[config.mk]
export PLATFORM = sky130hd
export DESIGN_NAME = utb_timebase
export DESIGN_NICKNAME = d
export VERILOG_FILES = /design/src/rtl/utb_pkg.sv /design/src/rtl/utb_cfg_regs.sv /design/src/rtl/utb_frac_rate.sv /design/src/rtl/utb_up_counter.sv /design/src/rtl/utb_timebase.sv
export SDC_FILE = /design/constraint.sdc
export NUM_CORES = 1
export LEC_CHECK = 0
export ABC_AREA = 1
export CAP_MARGIN = 20
export CORE_AREA = 2 2 114 83
export CTS_CLUSTER_SIZE = 8
export DETAILED_ROUTE_END_ITERATION = 8
export DIE_AREA = 0 0 116 85
export PLACE_DENSITY = 0.86
export SYNTH_ARGS = -nofsm -noshare
export SYNTH_HDL_FRONTEND = slang
export SYNTH_HIERARCHICAL = 1
export SYNTH_SLANG_ARGS = --single-unit
export TNS_END_PERCENT = 10
[constraint.sdc]
create_clock -name clk -period 9.54 [get_ports clk]
set_input_delay 1.431 -clock clk [delete_from_list [all_inputs] [get_ports clk]]
set_output_delay 1.431 -clock clk [all_outputs]
set_load 0.005 [all_outputs]
[src/rtl/utb_pkg.sv]
`timescale 1ns/1ps
package utb_pkg;
  localparam int FIELD_W = 8;
  localparam int ACC_W   = FIELD_W + 1;
  localparam int BUS_W   = 32;
  localparam int CFG_W   = 2 * FIELD_W;

  typedef struct packed {
    logic             tick;
    logic [ACC_W-1:0] acc;
  } step_t;

  function automatic logic [ACC_W-1:0] ratio_num(input logic [CFG_W-1:0] cfg);
    return {1'b0, cfg[CFG_W-1:FIELD_W]} + 1'b1;
  endfunction

  function automatic logic [ACC_W-1:0] ratio_den(input logic [CFG_W-1:0] cfg);
    return {1'b0, cfg[FIELD_W-1:0]} + 1'b1;
  endfunction

  // One clock of the fractional generator; acc < den holds on entry.
  function automatic step_t frac_step(input logic [ACC_W-1:0] acc,
                                      input logic [ACC_W-1:0] num,
                                      input logic [ACC_W-1:0] den);
    step_t            r;
    logic [ACC_W-1:0] sum;
    sum = acc + num;
    if (num >= den) begin
      r.tick = 1'b1;
      r.acc  = '0;
    end else if (sum >= den) begin
      r.tick = 1'b1;
      r.acc  = sum - den;
    end else begin
      r.tick = 1'b0;
      r.acc  = sum;
    end
    return r;
  endfunction
endpackage

[src/rtl/utb_cfg_regs.sv]
`timescale 1ns/1ps
module utb_cfg_regs
  import utb_pkg::*;
#(
  parameter int              ADDR_W  = 8,
  parameter logic [ADDR_W-1:0] CFG_OFS = 'h14,
  parameter logic [ADDR_W-1:0] FRZ_OFS = 'h4C,
  parameter logic [CFG_W-1:0]  CFG_RST = 'h000B
) (
  input  logic              clk,
  input  logic              rst_n,
  input  logic              wr,
  input  logic [ADDR_W-1:0] addr,
  input  logic [BUS_W-1:0]  wdata,
  output logic [CFG_W-1:0]  cfg_q,
  output logic              frz_q,
  output logic              cfg_wr
);
  logic frz_wr;

  assign cfg_wr = wr && (addr == CFG_OFS);
  assign frz_wr = wr && (addr == FRZ_OFS);

  always_ff @(posedge clk or negedge rst_n) begin
    if (!rst_n) begin
      cfg_q <= CFG_RST;
      frz_q <= 1'b0;
    end else begin
      if (cfg_wr) cfg_q <= wdata[CFG_W-1:0];
      if (frz_wr) frz_q <= wdata[0];
    end
  end
endmodule

[src/rtl/utb_frac_rate.sv]
`timescale 1ns/1ps
module utb_frac_rate
  import utb_pkg::*;
(
  input  logic             clk,
  input  logic             rst_n,
  input  logic [CFG_W-1:0] cfg,
  input  logic             frz,
  input  logic             clr,
  output logic             step_tick,
  output logic [ACC_W-1:0] acc_o,
  output logic [ACC_W-1:0] num_o,
  output logic [ACC_W-1:0] den_o
);
  step_t nxt;

  assign num_o     = ratio_num(cfg);
  assign den_o     = ratio_den(cfg);
  assign nxt       = frac_step(acc_o, num_o, den_o);
  assign step_tick = nxt.tick && !frz && !clr;

  always_ff @(posedge clk or negedge rst_n) begin
    if (!rst_n)          acc_o <= '0;
    else if (frz || clr) acc_o <= '0;
    else                 acc_o <= nxt.acc;
  end
endmodule

[src/rtl/utb_up_counter.sv]
`timescale 1ns/1ps
module utb_up_counter #(
  parameter int CNT_W = 32
) (
  input  logic             clk,
  input  logic             rst_n,
  input  logic             inc,
  output logic [CNT_W-1:0] count,
  output logic             tick_q
);
  always_ff @(posedge clk or negedge rst_n) begin
    if (!rst_n) begin
      count  <= '0;
      tick_q <= 1'b0;
    end else begin
      tick_q <= inc;
      if (inc) count <= count + 1'b1;
    end
  end
endmodule

[src/rtl/utb_timebase.sv]
`timescale 1ns/1ps
module utb_timebase
  import utb_pkg::*;
#(
  parameter int                ADDR_W  = 8,
  parameter int                CNT_W   = 32,
  parameter logic [ADDR_W-1:0] CNT_OFS = 'h10,
  parameter logic [ADDR_W-1:0] CFG_OFS = 'h14,
  parameter logic [ADDR_W-1:0] FRZ_OFS = 'h4C,
  parameter logic [CFG_W-1:0]  CFG_RST = 'h000B
) (
  input  logic              clk,
  input  logic              rst_n,
  input  logic              bus_wr,
  input  logic [ADDR_W-1:0] bus_addr,
  input  logic [BUS_W-1:0]  bus_wdata,
  output logic [BUS_W-1:0]  bus_rdata,
  output logic              tick_o
);
  logic [CFG_W-1:0] cfg_q;
  logic             frz_q;
  logic             cfg_wr;
  logic             step_tick;
  logic [ACC_W-1:0] acc;
  logic [ACC_W-1:0] num;
  logic [ACC_W-1:0] den;
  logic [CNT_W-1:0] count;

  utb_cfg_regs #(
    .ADDR_W (ADDR_W),
    .CFG_OFS(CFG_OFS),
    .FRZ_OFS(FRZ_OFS),
    .CFG_RST(CFG_RST)
  ) regs_i (
    .clk   (clk),
    .rst_n (rst_n),
    .wr    (bus_wr),
    .addr  (bus_addr),
    .wdata (bus_wdata),
    .cfg_q (cfg_q),
    .frz_q (frz_q),
    .cfg_wr(cfg_wr)
  );

  utb_frac_rate rate_i (
    .clk      (clk),
    .rst_n    (rst_n),
    .cfg      (cfg_q),
    .frz      (frz_q),
    .clr      (cfg_wr),
    .step_tick(step_tick),
    .acc_o    (acc),
    .num_o    (num),
    .den_o    (den)
  );

  utb_up_counter #(.CNT_W(CNT_W)) cnt_i (
    .clk   (clk),
    .rst_n (rst_n),
    .inc   (step_tick),
    .count (count),
    .tick_q(tick_o)
  );

  always_comb begin
    bus_rdata = '0;
    if (bus_addr == CNT_OFS)      bus_rdata = BUS_W'(count);
    else if (bus_addr == CFG_OFS) bus_rdata = BUS_W'(cfg_q);
    else if (bus_addr == FRZ_OFS) bus_rdata = BUS_W'(frz_q);
  end
endmodule

# Word level (Yosys, flattened, before mapping)
# Cells that the tools add are included.
word_totals:
  word_cells: 28
  ff_bits: 59
  out_inout_bits: 33
op_classes:
  addsub: 5
  n_reduce_logical: 7
  magnitude_cmp: 2
  eq_ne: 3
  muxes: 6
ops:
  columns: ["operator", "count"]
  rows:
  - ["$add A32 B1 Y32 const B", 1]
  - ["$mux W32", 1]
  - ["$mux W10", 2]
  - ["$add A8 B1 Y9 const B", 2]
  - ["$ge A9 B9 Y1", 2]
  - ["$eq A8 B5 Y1 const B", 2]
  - ["$mux W16", 1]
  - ["$add A9 B9 Y9", 1]
  - ["$mux W9", 1]
  - ["$sub A9 B9 Y9", 1]
  - ["$eq A8 B7 Y1 const B", 1]
  - ["$logic_and A1 B1 Y1", 4]
  - ["$logic_not A1 Y1", 2]
  - ["$logic_or A1 B1 Y1", 1]
  - ["$mux W1", 1]

# Logic depth before layout (Yosys ltp)
# Gate-level depths: netlist of run 1.
logic_depth:
  depth_word: 7
  mapped_depth: 29
  mapped_depth_nobuf: 28

# Modules after synthesis
# Netlist of run 1, hierarchy kept.
by_module_without_submodules:
  columns: ["module", "cells_each", "area_each_um2", "seq_area_each_um2", "n_inst"]
  rows:
  - ["utb_frac_rate", 312, 1904.3, 225.2, 1]
  - ["utb_up_counter", 230, 1786.7, 825.8, 1]
  - ["utb_cfg_regs", 98, 825.8, 429.2, 1]
  - ["utb_timebase", 109, 618.1, 0.0, 1]

# Worst setup path after synthesis of run 1
# OpenSTA, ideal clock, no wires.
synth_timing:
  kind: "flip-flop to flip-flop"
  start: "register regs_i.cfg_q[8]"
  end: "register cnt_i.count[29]"
  path_buffers: 1
  t_arrival_ns: 3.729
  period_less_slack_ns: 3.845
  required_time_ns: 9.423
  stages_incl_launch_ff: 27
  path_slack_ns: 5.695
  path_cell_list: "dfrtp_1 -> ha_1 -> nand2_1 -> nor2_1 -> nand3_1 -> xnor2_1 -> ha_1 -> a21o_1 -> nor2_1 -> nand2_1 -> nand2_1 -> nand2_1 -> ha_1 -> nand2_2 -> a21oi_1 -> nor2_2 -> nand4_4 -> buf_8 -> inv_2 -> a21oi_2 -> inv_2 -> nor2_2 -> nand3_2 -> nor2_4 -> nand2_1 -> nand2_1 -> nand2_1"
synth_via:
  elab_chain_len: 7
  word_cells_on_any_way: 8
synth_rtl:
  columns: ["element", "line_no", "text"]
  rows:
  - ["start, declared", "utb_cfg_regs.sv:15", "output logic [CFG_W-1:0] cfg_q,"]
  - ["start signal, assigned", "utb_cfg_regs.sv:29", "if (cfg_wr) cfg_q <= wdata[CFG_W-1:0];"]
  - ["$add A8 B1 Y9 *", "utb_pkg.sv:14", "return {1'b0, cfg[CFG_W-1:FIELD_W]} + 1'b1;"]
  - ["net num[6]", "utb_timebase.sv:25", "logic [ACC_W-1:0] num;"]
  - ["$add A9 B9 Y9", "utb_pkg.sv:27", "sum = acc + num;"]
  - ["$ge A9 B9 Y1", "utb_pkg.sv:31", "end else if (sum >= den) begin"]
  - ["$mux W10", "utb_pkg.sv:31", null]
  - ["$mux W10 *", "utb_pkg.sv:28", "if (num >= den) begin"]
  - ["$logic_and A1 B1 Y1 * (2 in a row)", "utb_frac_rate.sv:20", "assign step_tick = nxt.tick && !frz && !clr;"]
  - ["net step_tick", "utb_timebase.sv:23", "logic step_tick;"]
  - ["end signal, assigned", "utb_up_counter.sv:17", "if (inc) count <= count + 1'b1;"]
  - ["end, declared", "utb_up_counter.sv:8", "output logic [CNT_W-1:0] count,"]
# The timed path passes the listed nets; every way through them passes the cells marked *.
# A chain may end at the register's enable or synchronous reset.

# Final worst setup path of run 1
layout_timing:
  start: "input port bus_addr[7]"
  end: "output port bus_rdata[26]"
layout_via:
  elab_chain_len: 2
layout_rtl:
  columns: ["element", "line_no", "text"]
  rows:
  - ["start, declared", "utb_timebase.sv:15", "input logic [ADDR_W-1:0] bus_addr,"]
  - ["$eq A8 B5 Y1", "utb_timebase.sv:67", "if (bus_addr == CNT_OFS) bus_rdata = BUS_W'(count);"]
  - ["$mux W32", "utb_timebase.sv:67", null]
  - ["end, declared", "utb_timebase.sv:17", "output logic [BUS_W-1:0] bus_rdata,"]
# Every way passes these cells.

==> results.txt, run 1 <==
----------------------------------------------------
[Route]
  Post-detailed-route wirelength per cell ... 13.7 um
  Number of iterations in the first detailed-routing pass ... 6
  DRT iter0 DRCs ... 460
  Wirelength, routed ... 12,800 um
  Vias after detailed routing ... 4,993
  Post-route DRC violation count ... 0
  Post-DRT Antenna Nets ... 0
  Average via count per standard cell ... 5.35

[GRT]
  Pin count of the biggest net entering global routing ... 60
  Most utilized layer in the global route result ... met2
  First-pass GRT wire length ... 21,700 um
  Met1 routing resource usage after global routing ... 0.383
  Met3 Usage GRT ... 0.0479
  Grt met2 use ... 0.457
  Initial antenna violation count ... 0
  GRT Resource Usage Total ... 0.278
  Final global-route overflow total ... 0
  Via count of the first global-routing pass ... 4,695

[Power and ir drop]
  Max IR drop VDD ... 0.115 mV
  Switching power total ... 446 uW
  Combinational cell fraction of total power ... 0.403
  Pwr/cell area ... 189 mW/mm^2
  Int Pwr ... 709 uW
  Part of the power in the clock network ... 0.327
  Sw Share ... 0.386
  Leakage dissipation ... 0.00303 uW
  Sequential share of power ... 0.270

[Timing]
  Final hold vios ... 0
  RSZ-0062 raised after global routing ... no
  Slew margin rel. ... 0.494
  Crit share post-route ... 0.550
  # setup viols final ... 0
  Max frequency ... 191 MHz
  Post-route minimum period ... 5.24 ns
  Worst slew pin tran ... 0.758 ns
  Final count of pins violating max slew ... 0
  Post-Route Setup TNS ... 0 ns
  Post-Route Skew ... 0.0124 ns

[Worst setup path]
  Critical Path Most Common Cell ... clkdlybuf4s50_1
  Startpoint kind of the worst setup timing path ... primary input
  Worst Setup End Kind ... output pin
  Critical Path, Cell by Cell ... clkdlybuf4s50_1, inv_1, nand2_1, nor2_4, nand2_4, nor2_1, clkdlybuf4s50_1
  Largest stage delay on the critical path ... 0.57 ns
  CP bufs+invs ... 3
  Launching instance or port of the critical path ... bus_addr[7]
  Crit path arrival time ... 3.81 ns
  Peak fanout along the critical path ... 33
  Delay-heaviest family, CP ... simple AND/OR/NAND/NOR gates
  R2r startpoint ... regs_i/cfg_q[8]$_DFFE_PN0P_
  Cell at the slowest stage of the critical path ... nor2_4
  Required time of the critical path ... 8.11 ns
  Type of the worst setup path ... in2out

[Clocking]
  Number of setup buffers added after CTS ... 0
  Number of resized instances in the post-cts repair step ... 0
  Clock Pin Slew Worst Setup and Hold Paths ... 0.05 ns
  CTS Sinks ... 59
  H-tree depth ... 3
  Clock insertion delay at the later pin of the skew report ... 0.33 ns
  Total of hold buffers inserted after clock tree synthesis ... 0
  Cell chosen for the clock root ... clkbuf_16
  CTS tree ... done
  Num CTS Buffers ... 9
  Maximum buffer depth of the clock tree ... 2

[Layout]
  Most common cell after layout, fill and taps aside ... nand2_1
  Fraction of layout cells with a size suffix above 1 ... 0.104
  Most frequent cells in the layout ... 242 x nand2_1, 105 x inv_1, 74 x nand3_1
  Area added between synthesis and finish ... 19.3%
  Share of the core filled with cells in the final layout ... 0.695
  Final layout net count ... 879
  Number of diodes ... 0

[Placement]
  Detailed placer's ending HPWL ... 9800 um
  Port Buffers ... 59
  Placer's final routability congestion estimate ... 0.964

[Min path]
  Hold/Removal Path Class ... reg2reg
  Hold path startpoint ... regs_i/cfg_q[1]$_DFFE_PN1P_

[Yosys]
  Netlist Area Pre-Place ... 0.00512 sq mm
  Count of synthesis-stage warnings from yosys ... 6
  Number of nets produced by synthesis ... 819
  Post-Synthesis Mean Instance Area ... 6.88 sq um
  Gate count of the mapped netlist ... 744

[Die]
  Die Outline Area ... 0.00986 sq mm
  Initial Utilization ... 0.583
  I/O Pins ... 76
  Chip Height ... 85 um
  Num rows ... 29
  Horizontal die dimension ... 116 um
  Area of the core ... 0.00878 sq mm

[Outcome]
  Status ... finished, final reports clean

[Flow run]
  Max-cap check violation count ... 0

----------------------------------------------------
-- worst reg2reg max path: cells and delay by family (launching register included) --
family / cells / cell delay [ns]
flops: 1 / 0.45
simple gates: 18 / 2.10
fa+ha+maj: 3 / 0.95
compound gates: 2 / 0.61
xor+xnor: 1 / 0.35
buf+inv: 4 / 0.34
-- power by group through the flow --
stage,Combinational (uW),Sequential [uW],Clock (uW)
3_5_place_dp,455,315,0
6_report,466,312,377
4_1_cts,459,311,380
2_1_floorplan,376,307,0
5_1_grt,526,315,393
3_3_place_gp,442,313,0
-- flip-flops by register name (all words and copies together) (netlist names) --
register and count:
regs_i/cfg_q 16, regs_i/frz_q 1, cnt_i/count 32, rate_i/acc_o 9, cnt_i/tick_q 1
-- final timing paths --
path                            slack [ns]                           to  cells past startpoint
max in group asynchronous             7.78  regs_i/cfg_q[9]$_DFFE_PN0P_                      2
worst min register to register        0.49  regs_i/cfg_q[1]$_DFFE_PN1P_                      2
worst max-delay path                  4.30                bus_rdata[26]                      7
worst min-delay path                  0.49  regs_i/cfg_q[1]$_DFFE_PN1P_                      2
worst max register to register        4.63  cnt_i/count[17]$_DFFE_PN0P_                     28
min in group asynchronous             1.24  cnt_i/count[21]$_DFFE_PN0P_                      2
-- layout make-up --
type,instances,area [sq um]
multi-input cells,563,3110
fillers,728,2680
flip-flops and latches,59,1480
repair buffers,60,593
inverters,111,417
clock buffers,12,246
well taps,124,155
clock inverters,4,97.6
-- per-layer routing --
| metal | routed length, um | part of all wire |
|---|---|---|
| met5 | 0 | 0 |
| met4 | 247 | 0.019 |
| met3 | 1090 | 0.085 |
| met1 | 5580 | 0.44 |
| met2 | 5900 | 0.46 |
-- per-stage QoR --
| stage | area, sq um | total power [uW] | hold slack [ns] | setup WS [ns] | std cells |
|---|---|---|---|---|---|
| 2_1_floorplan | 5120 | 683 | 0.461 | 5.69 | 744 |
| 3_3_place_gp | 5760 | 755 | 0.479 | 4.39 | 917 |
| 3_5_place_dp | 5760 | 770 | 0.481 | 4.32 | 917 |
| 4_1_cts | 6100 | 1150 | 0.491 | 4.29 | 933 |
| 5_1_grt | 6100 | 1230 | 0.511 | 4.14 | 933 |
| 6_report | 6100 | 1160 | 0.493 | 4.30 | 933 |
Power figures use the tool's default switching activity.
==> run 2, diff against run 1 <==
Settings changed: CORE_AREA 2 2 114 83 to 2 2 125 90, DIE_AREA 0 0 116 85 to 0 0 127 92, PLACE_DENSITY 0.86 to 0.76.
Clock period 9.54 ns to 4.8 ns, I/O delays scaled along.
==> run 2 against run 1 <==
Combinational power increased by 100%; sequential cell count unchanged; cell area about the same; die area increased by 18%; clock skew decreased by 0.0014 ns; register-to-register slack got worse by 4.2 ns; first-iteration DRC count decreased by 17%; total power increased by 92%; sequential share of layout area about the same; utilization decreased by 12 points; clock power increased by 75%.
==> results.txt, run 2 (same netlist as run 1, synthesis figures left out) <==
----------------------------------------------------
[Min path]
  Hold/Removal Path Class ... reg2reg

[Layout]
  Register ranked first by flip-flop count ... cnt_i/count
  Fraction of layout cells with a size suffix above 1 ... 0.108 (+0.00454)
  Area added between synthesis and finish ... 19.4% (about the same)
  Flip-flop count of the largest register after layout ... 32 (unchanged)
  Layout Cells excl Fill ... 948 (+1.6%)
  Register area ... 0.00148 sq mm (unchanged)
  Registers with the most flip-flops ... cnt_i/count: 32 flops, regs_i/cfg_q: 16 flops, rate_i/acc_o: 9 flops
  Share of the core filled with cells in the final layout ... 0.574 (-0.122)
  Most frequent cells in the layout ... 242 x nand2_1, 105 x inv_1, 74 x nand3_1
  Most common cell after layout, fill and taps aside ... nand2_1
  Number of diodes ... 0 (unchanged)
  Multi-input gate area in the final layout ... 0.00312 sq mm (about the same)
  Final layout net count ... 882 (+0.34%)
  Layout fillers ... 1,001 (+38%)

[Die]
  Die Outline Area ... 0.0117 sq mm (+18%)
  I/O Pins ... 76 (unchanged)
  Horizontal die dimension ... 127 um (+9.5%)
  Initial Utilization ... 0.480 (-0.102)
  Chip Height ... 92 um (+8.2%)
  Area of the core ... 0.0107 sq mm (+21%)
  Num rows ... 32 (+10%)

[Clocking]
  Clock insertion delay at the later pin of the skew report ... 0.33 ns (about the same)
  Clock Pin Slew Worst Setup and Hold Paths ... 0.05 ns (about the same)
  Cell chosen for the clock root ... clkbuf_16
  CTS Sinks ... 59 (unchanged)
  H-tree depth ... 3 (unchanged)
  Total of hold buffers inserted after clock tree synthesis ... 0 (unchanged)
  CTS tree ... done
  Num CTS Buffers ... 9 (unchanged)
  Maximum buffer depth of the clock tree ... 2 (unchanged)

[Outcome]
  Status ... finished, final reports clean

[Placement]
  Detailed placer's ending HPWL ... 9800 um (about the same)
  Cell count after placement ... 932 (+1.6%)
  Placer's final routability congestion estimate ... 0.904 (-6.3%)
  Port Buffers ... 59 (unchanged)

[Route]
  Vias after detailed routing ... 4,715 (-5.6%)
  DRT iter0 DRCs ... 381 (-17%)
  Post-detailed-route wirelength per cell ... 12.9 um (-6.4%)
  Average via count per standard cell ... 4.97 (-7.1%)
  Number of iterations in the first detailed-routing pass ... 5 (-1)
  Post-route DRC violation count ... 0 (unchanged)
  Post-DRT Antenna Nets ... 0 (unchanged)
  Wirelength, routed ... 12,200 um (-4.9%)

[Timing]
  Post-Route Skew ... 0.0110 ns (-0.00135 ns)
  Max frequency ... 228 MHz
  Final hold vios ... 0 (unchanged)
  RSZ-0062 raised after global routing ... no
  Slew margin rel. ... 0.481 (-0.0137)
  Final count of pins violating max slew ... 0 (unchanged)
  Crit share post-route ... 0.912
  Post-route minimum period ... 4.38 ns
  # setup viols final ... 0 (unchanged)
  Post-Route Setup TNS ... 0 ns (unchanged)
  Worst slew pin tran ... 0.779 ns (+0.0205 ns)

[Flow run]
  Max-cap check violation count ... 0 (unchanged)

[Worst setup path]
  Required time of the critical path ... 5.02 ns (-3.09 ns)
  Delay-heaviest family, CP ... simple AND/OR/NAND/NOR gates
  Peak fanout along the critical path ... 5 (-85%)
  Crit path arrival time ... 4.60 ns (+0.79 ns)
  Largest stage delay on the critical path ... 0.43 ns (-0.14 ns)
  Cell at the slowest stage of the critical path ... dfrtp_1
  Type of the worst setup path ... reg2reg
  Startpoint kind of the worst setup timing path ... flip-flop
  CP bufs+invs ... 5 (+2)
  Critical Path Most Common Cell ... nand2_1
  Worst Setup End Kind ... flip-flop

[GRT]
  Initial antenna violation count ... 0 (unchanged)
  Final global-route overflow total ... 0 (unchanged)
  First-pass GRT wire length ... 20,600 um (-5.0%)
  Pin count of the biggest net entering global routing ... 60 (unchanged)
  Via count of the first global-routing pass ... 4,279 (-8.9%)
  GRT Resource Usage Total ... 0.222 (-0.0558)

[Power and ir drop]
  Leakage dissipation ... 0.00304 uW (+0.14%)
  Pwr/cell area ... 362 mW/mm^2 (+91%)
  Overall power consumption ... 2210 uW (+92%)
  Max IR drop VDD ... 0.223 mV (+93%)

----------------------------------------------------
run 2: cell types whose count changed in the layout (fill, tap and decap cells not counted):
cell and delta:
nor2_1 -1, clkbuf_8 +2, clkinv_2 +1, nor2_2 +1
clkinvlp_4 -1, buf_4 +3, bufinv_16 -2
run 2: worst reg2reg max path: cells and delay by family (launching register included):
family	cells	cell delay, ns
buffers and inverters	5	0.37
adder cells (fa/ha/maj)	2	0.70
AO/OA/AOI/OAI	2	0.49
XOR/XNOR	1	0.32
AND/OR/NAND/NOR	18	1.96
flip-flops	1	0.43
run 2: path summary, 6_finish.rpt:
path / startpoint / to / cells after the start / slack, ns
setup reg to reg: regs_i/cfg_q[8]$_DFFE_PN0P_ / cnt_i/count[17]$_DFFE_PN0P_ / 28 / 0.42
min in group asynchronous: rst_n / cnt_i/count[24]$_DFFE_PN0P_ / 2 / 0.54
max in group asynchronous: rst_n / regs_i/cfg_q[12]$_DFFE_PN0P_ / 2 / 3.72
hold / removal: regs_i/cfg_q[0]$_DFFE_PN1P_ / regs_i/cfg_q[0]$_DFFE_PN1P_ / 2 / 0.49
hold reg to reg: regs_i/cfg_q[0]$_DFFE_PN1P_ / regs_i/cfg_q[0]$_DFFE_PN1P_ / 2 / 0.49
setup / recovery: regs_i/cfg_q[8]$_DFFE_PN0P_ / cnt_i/count[17]$_DFFE_PN0P_ / 28 / 0.42
run 2: cell type report:
type | count | share of cell area
multi-input combinational | 563 | 0.510
clock inverter | 2 | 0.00574
sequential | 59 | 0.242
clock buffer | 14 | 0.0449
tap | 136 | 0.0279
inverter | 111 | 0.0682
timing repair buffer | 63 | 0.101
run 2: what timing repair did:
item	in CTS	in global routing
resized for setup	0	1
setup endpoints to repair	0	1
buffers inserted	0	0
run 2: where the power goes:
group	internal, uW	switching, uW
combinational	346	588
sequential	559	59.6
clock	443	218
run 2: metal layers:
layer / up-vias / track usage / wire (um)
met5: - / 0 / 0
met4: 0 / 0.0485 / 102
met3: 10 / 0.0618 / 1100
met2: 166 / 0.308 / 4790
met1: 2086 / 0.341 / 6200
li1: 2453 / - / -
run 2: per-stage QoR:
step	setup slack [ns]	cell area (sq um)	hold WS [ns]
6_report	0.424	6110	0.490
3_5_place_dp	0.440	5800	0.481
4_1_cts	0.425	6110	0.489
5_1_grt	0.0111	6110	0.522
2_1_floorplan	0.955	5120	0.424
3_3_place_gp	0.445	5800	0.485
==> run 3, diff against run 2 <==
Settings changed: CORE_AREA 2 2 125 90 to 5 5 128 93, CTS_CLUSTER_DIAMETER from default to 60, DIE_AREA 0 0 127 92 to 0 0 133 98.
==> run 3 against run 2 <==
Sequential share of layout area is 0.10 points lower; register-to-register slack better by 0.03 ns; critical path type unchanged; clock skew is 0.0070 ns lower; critical endpoint unchanged; hold slack better by 0.0048 ns.
==> results.txt, run 3 (same netlist as run 1, synthesis figures left out) <==
----------------------------------------------------
[Timing]
  Crit share post-route ... 0.905 (-0.00712)
  Max frequency ... 230 MHz (+0.79%)
  Final count of pins violating max slew ... 0 (unchanged)
  RSZ-0062 raised after global routing ... no
  Slew margin rel. ... 0.491 (+0.0100)
  Hold slack ... 0.495 ns (+0.00482 ns)
  Worst slew pin tran ... 0.764 ns (-0.0150 ns)
  Post-Route Setup TNS ... 0 ns (unchanged)
  Final hold vios ... 0 (unchanged)
  Post-route minimum period ... 4.34 ns (-0.0342 ns)
  Post-Route Skew ... 0.00401 ns (-0.00700 ns)
  # setup viols final ... 0 (unchanged)
  Smallest setup slack after layout ... 0.458 ns (+0.0342 ns)

[Clocking]
  Num CTS Buffers ... 9 (unchanged)
  Total of hold buffers inserted after clock tree synthesis ... 0 (unchanged)
  Cell chosen for the clock root ... clkbuf_16
  Clock Pin Slew Worst Setup and Hold Paths ... 0.05 ns (about the same)
  Maximum buffer depth of the clock tree ... 2 (unchanged)
  CTS tree ... done
  Number of setup buffers added after CTS ... 0 (unchanged)
  Clock insertion delay at the later pin of the skew report ... 0.33 ns (about the same)
  H-tree depth ... 3 (unchanged)
  CTS Sinks ... 59 (unchanged)

[Layout]
  Area added between synthesis and finish ... 19.9%
  Fraction of layout cells with a size suffix above 1 ... 0.111 (+0.00246)
  Layout Cells excl Fill ... 948 (unchanged)
  Number of diodes ... 0 (unchanged)
  Flip-flop count of the largest register after layout ... 32 (unchanged)
  Register ranked first by flip-flop count ... cnt_i/count
  Registers with the most flip-flops ... cnt_i/count: 32 flops, regs_i/cfg_q: 16 flops, rate_i/acc_o: 9 flops
  Final layout net count ... 882 (unchanged)
  Layout fillers ... 983 (-1.8%)
  Most common cell after layout, fill and taps aside ... nand2_1
  Most frequent cells in the layout ... 242 x nand2_1, 105 x inv_1, 74 x nand3_1

[Placement]
  Cell count after placement ... 932 (unchanged)
  Detailed placer's ending HPWL ... 9920 um (+1.3%)
  Worst setup timing slack at the placement stage ... 0.321 ns (-0.119 ns)
  Placer's final routability congestion estimate ... 0.936 (+3.6%)
  Port Buffers ... 59 (unchanged)

[GRT]
  GRT Resource Usage Total ... 0.198 (-0.0242)
  First-pass GRT wire length ... 21,100 um (+2.3%)
  Initial antenna violation count ... 0 (unchanged)
  Final global-route overflow total ... 0 (unchanged)
  Via count of the first global-routing pass ... 4,471 (+4.5%)
  Pin count of the biggest net entering global routing ... 60 (unchanged)

[Outcome]
  Status ... finished, final reports clean

[Route]
  Average via count per standard cell ... 5.00 (+0.53%)
  DRT iter0 DRCs ... 442 (+16%)
  Post-route DRC violation count ... 0 (unchanged)
  Post-DRT Antenna Nets ... 0 (unchanged)
  Number of iterations in the first detailed-routing pass ... 5 (unchanged)
  Wirelength, routed ... 12,500 um (+2.5%)
  Post-detailed-route wirelength per cell ... 13.2 um (+2.5%)
  Vias after detailed routing ... 4,740 (+0.53%)

[Min path]
  Capture endpoint of the worst hold path ... regs_i/cfg_q[0]$_DFFE_PN1P_
  Hold Path Cell Cnt ... 2 (unchanged)
  Hold path startpoint ... regs_i/cfg_q[0]$_DFFE_PN1P_
  Hold/Removal Path Class ... reg2reg

[Worst setup path]
  Worst Setup End Kind ... flip-flop
  Required time of the critical path ... 5.02 ns (about the same)
  Delay-heaviest family, CP ... simple AND/OR/NAND/NOR gates
  Peak fanout along the critical path ... 5 (unchanged)
  Number of cells on the critical path ... 28 (unchanged)
  R2r startpoint ... regs_i/cfg_q[8]$_DFFE_PN0P_
  Crit path arrival time ... 4.56 ns (-0.04 ns)
  Largest stage delay on the critical path ... 0.43 ns (about the same)
  Critical Path Most Common Cell ... nand2_1
  Type of the worst setup path ... reg2reg
  Worst reg2reg path endpoint ... cnt_i/count[17]$_DFFE_PN0P_
  CP bufs+invs ... 5 (unchanged)
  Startpoint kind of the worst setup timing path ... flip-flop
  Reg2Reg Depth ... 28 (unchanged)
  Flop-to-flop setup slack ... 0.46 ns (+0.03 ns)
  Cell at the slowest stage of the critical path ... dfrtp_1

[Power and ir drop]
  Pwr/cell area ... 368 mW/mm^2 (+1.6%)
  Max IR drop VDD ... 0.234 mV (+5.1%)
  Leakage dissipation ... 0.00304 uW (+0.15%)

[Die]
  I/O Pins ... 76 (unchanged)
  Horizontal die dimension ... 133 um (+4.7%)
  Num rows ... 32 (unchanged)
  Initial Utilization ... 0.479 (-0.00180)
  Chip Height ... 98 um (+6.5%)
  Area of the core ... 0.0107 sq mm (+0.38%)
  Die Outline Area ... 0.0130 sq mm (+12%)

[Flow run]
  Max-cap check violation count ... 0 (unchanged)

----------------------------------------------------
run 3: final cells by class:
class | instances | area, sq um | area share
clock buffers | 10 | 239 | 0.0390
clock inverters | 6 | 88.8 | 0.0145
inverters | 111 | 417 | 0.0679
multi-input cells | 563 | 3120 | 0.509
flip-flops and latches | 59 | 1480 | 0.241
well taps | 136 | 170 | 0.0277
repair buffers | 63 | 616 | 0.100
run 3: worst max-delay path by stage:
stage               slack [ns]                          end                        start
floorplan                 0.95  cnt_i/count[29]$_DFFE_PN0P_  regs_i/cfg_q[8]$_DFFE_PN0P_
global placement          0.40  cnt_i/count[17]$_DFFE_PN0P_  regs_i/cfg_q[8]$_DFFE_PN0P_
detailed placement        0.32  cnt_i/count[17]$_DFFE_PN0P_  regs_i/cfg_q[8]$_DFFE_PN0P_
CTS                       0.29  cnt_i/count[17]$_DFFE_PN0P_  regs_i/cfg_q[8]$_DFFE_PN0P_
global route              0.08  cnt_i/count[17]$_DFFE_PN0P_  regs_i/cfg_q[8]$_DFFE_PN0P_
finish                    0.46  cnt_i/count[17]$_DFFE_PN0P_  regs_i/cfg_q[8]$_DFFE_PN0P_
run 3: repair_timing:
item	in CTS	in global routing
endpoints found under the hold margin	0	0
endpoints found under the setup margin	0	17
gates resized for setup	0	2
run 3: worst reg2reg max path, delay by kind of cell (launching register included):
kind	cells	cell delay, ns
DFF	1	0.43
and+or+nand+nor	18	1.95
buffers and inverters	5	0.38
adders and majority gates	2	0.71
AOI/OAI and AO/OA	2	0.49
xor gates and xnor gates	1	0.29
run 3: power breakdown:
| group | internal (uW) | switching, uW |
|---|---|---|
| clock network | 468 | 233 |
| logic | 345 | 595 |
| registers | 559 | 59.8 |
| total | 1370 | 887 |
run 3: metrics by stage:
step	total power [uW]	utilization	instance area [sq um]
floorplan	1360	-	5120
global placement	1530	0.542	5800
detailed placement	1550	0.542	5800
CTS	2260	0.573	6120
global route	2430	0.574	6130
finish	2260	0.574	6130
run 3: layer usage:
layer / share of wire / vias to the layer above / GRT usage
li1: - / 2450 / -
met1: 0.50 / 2116 / 0.297
met2: 0.39 / 161 / 0.275
met3: 0.085 / 13 / 0.0520
met4: 0.018 / 0 / 0.0623
met5: 0 / - / 0
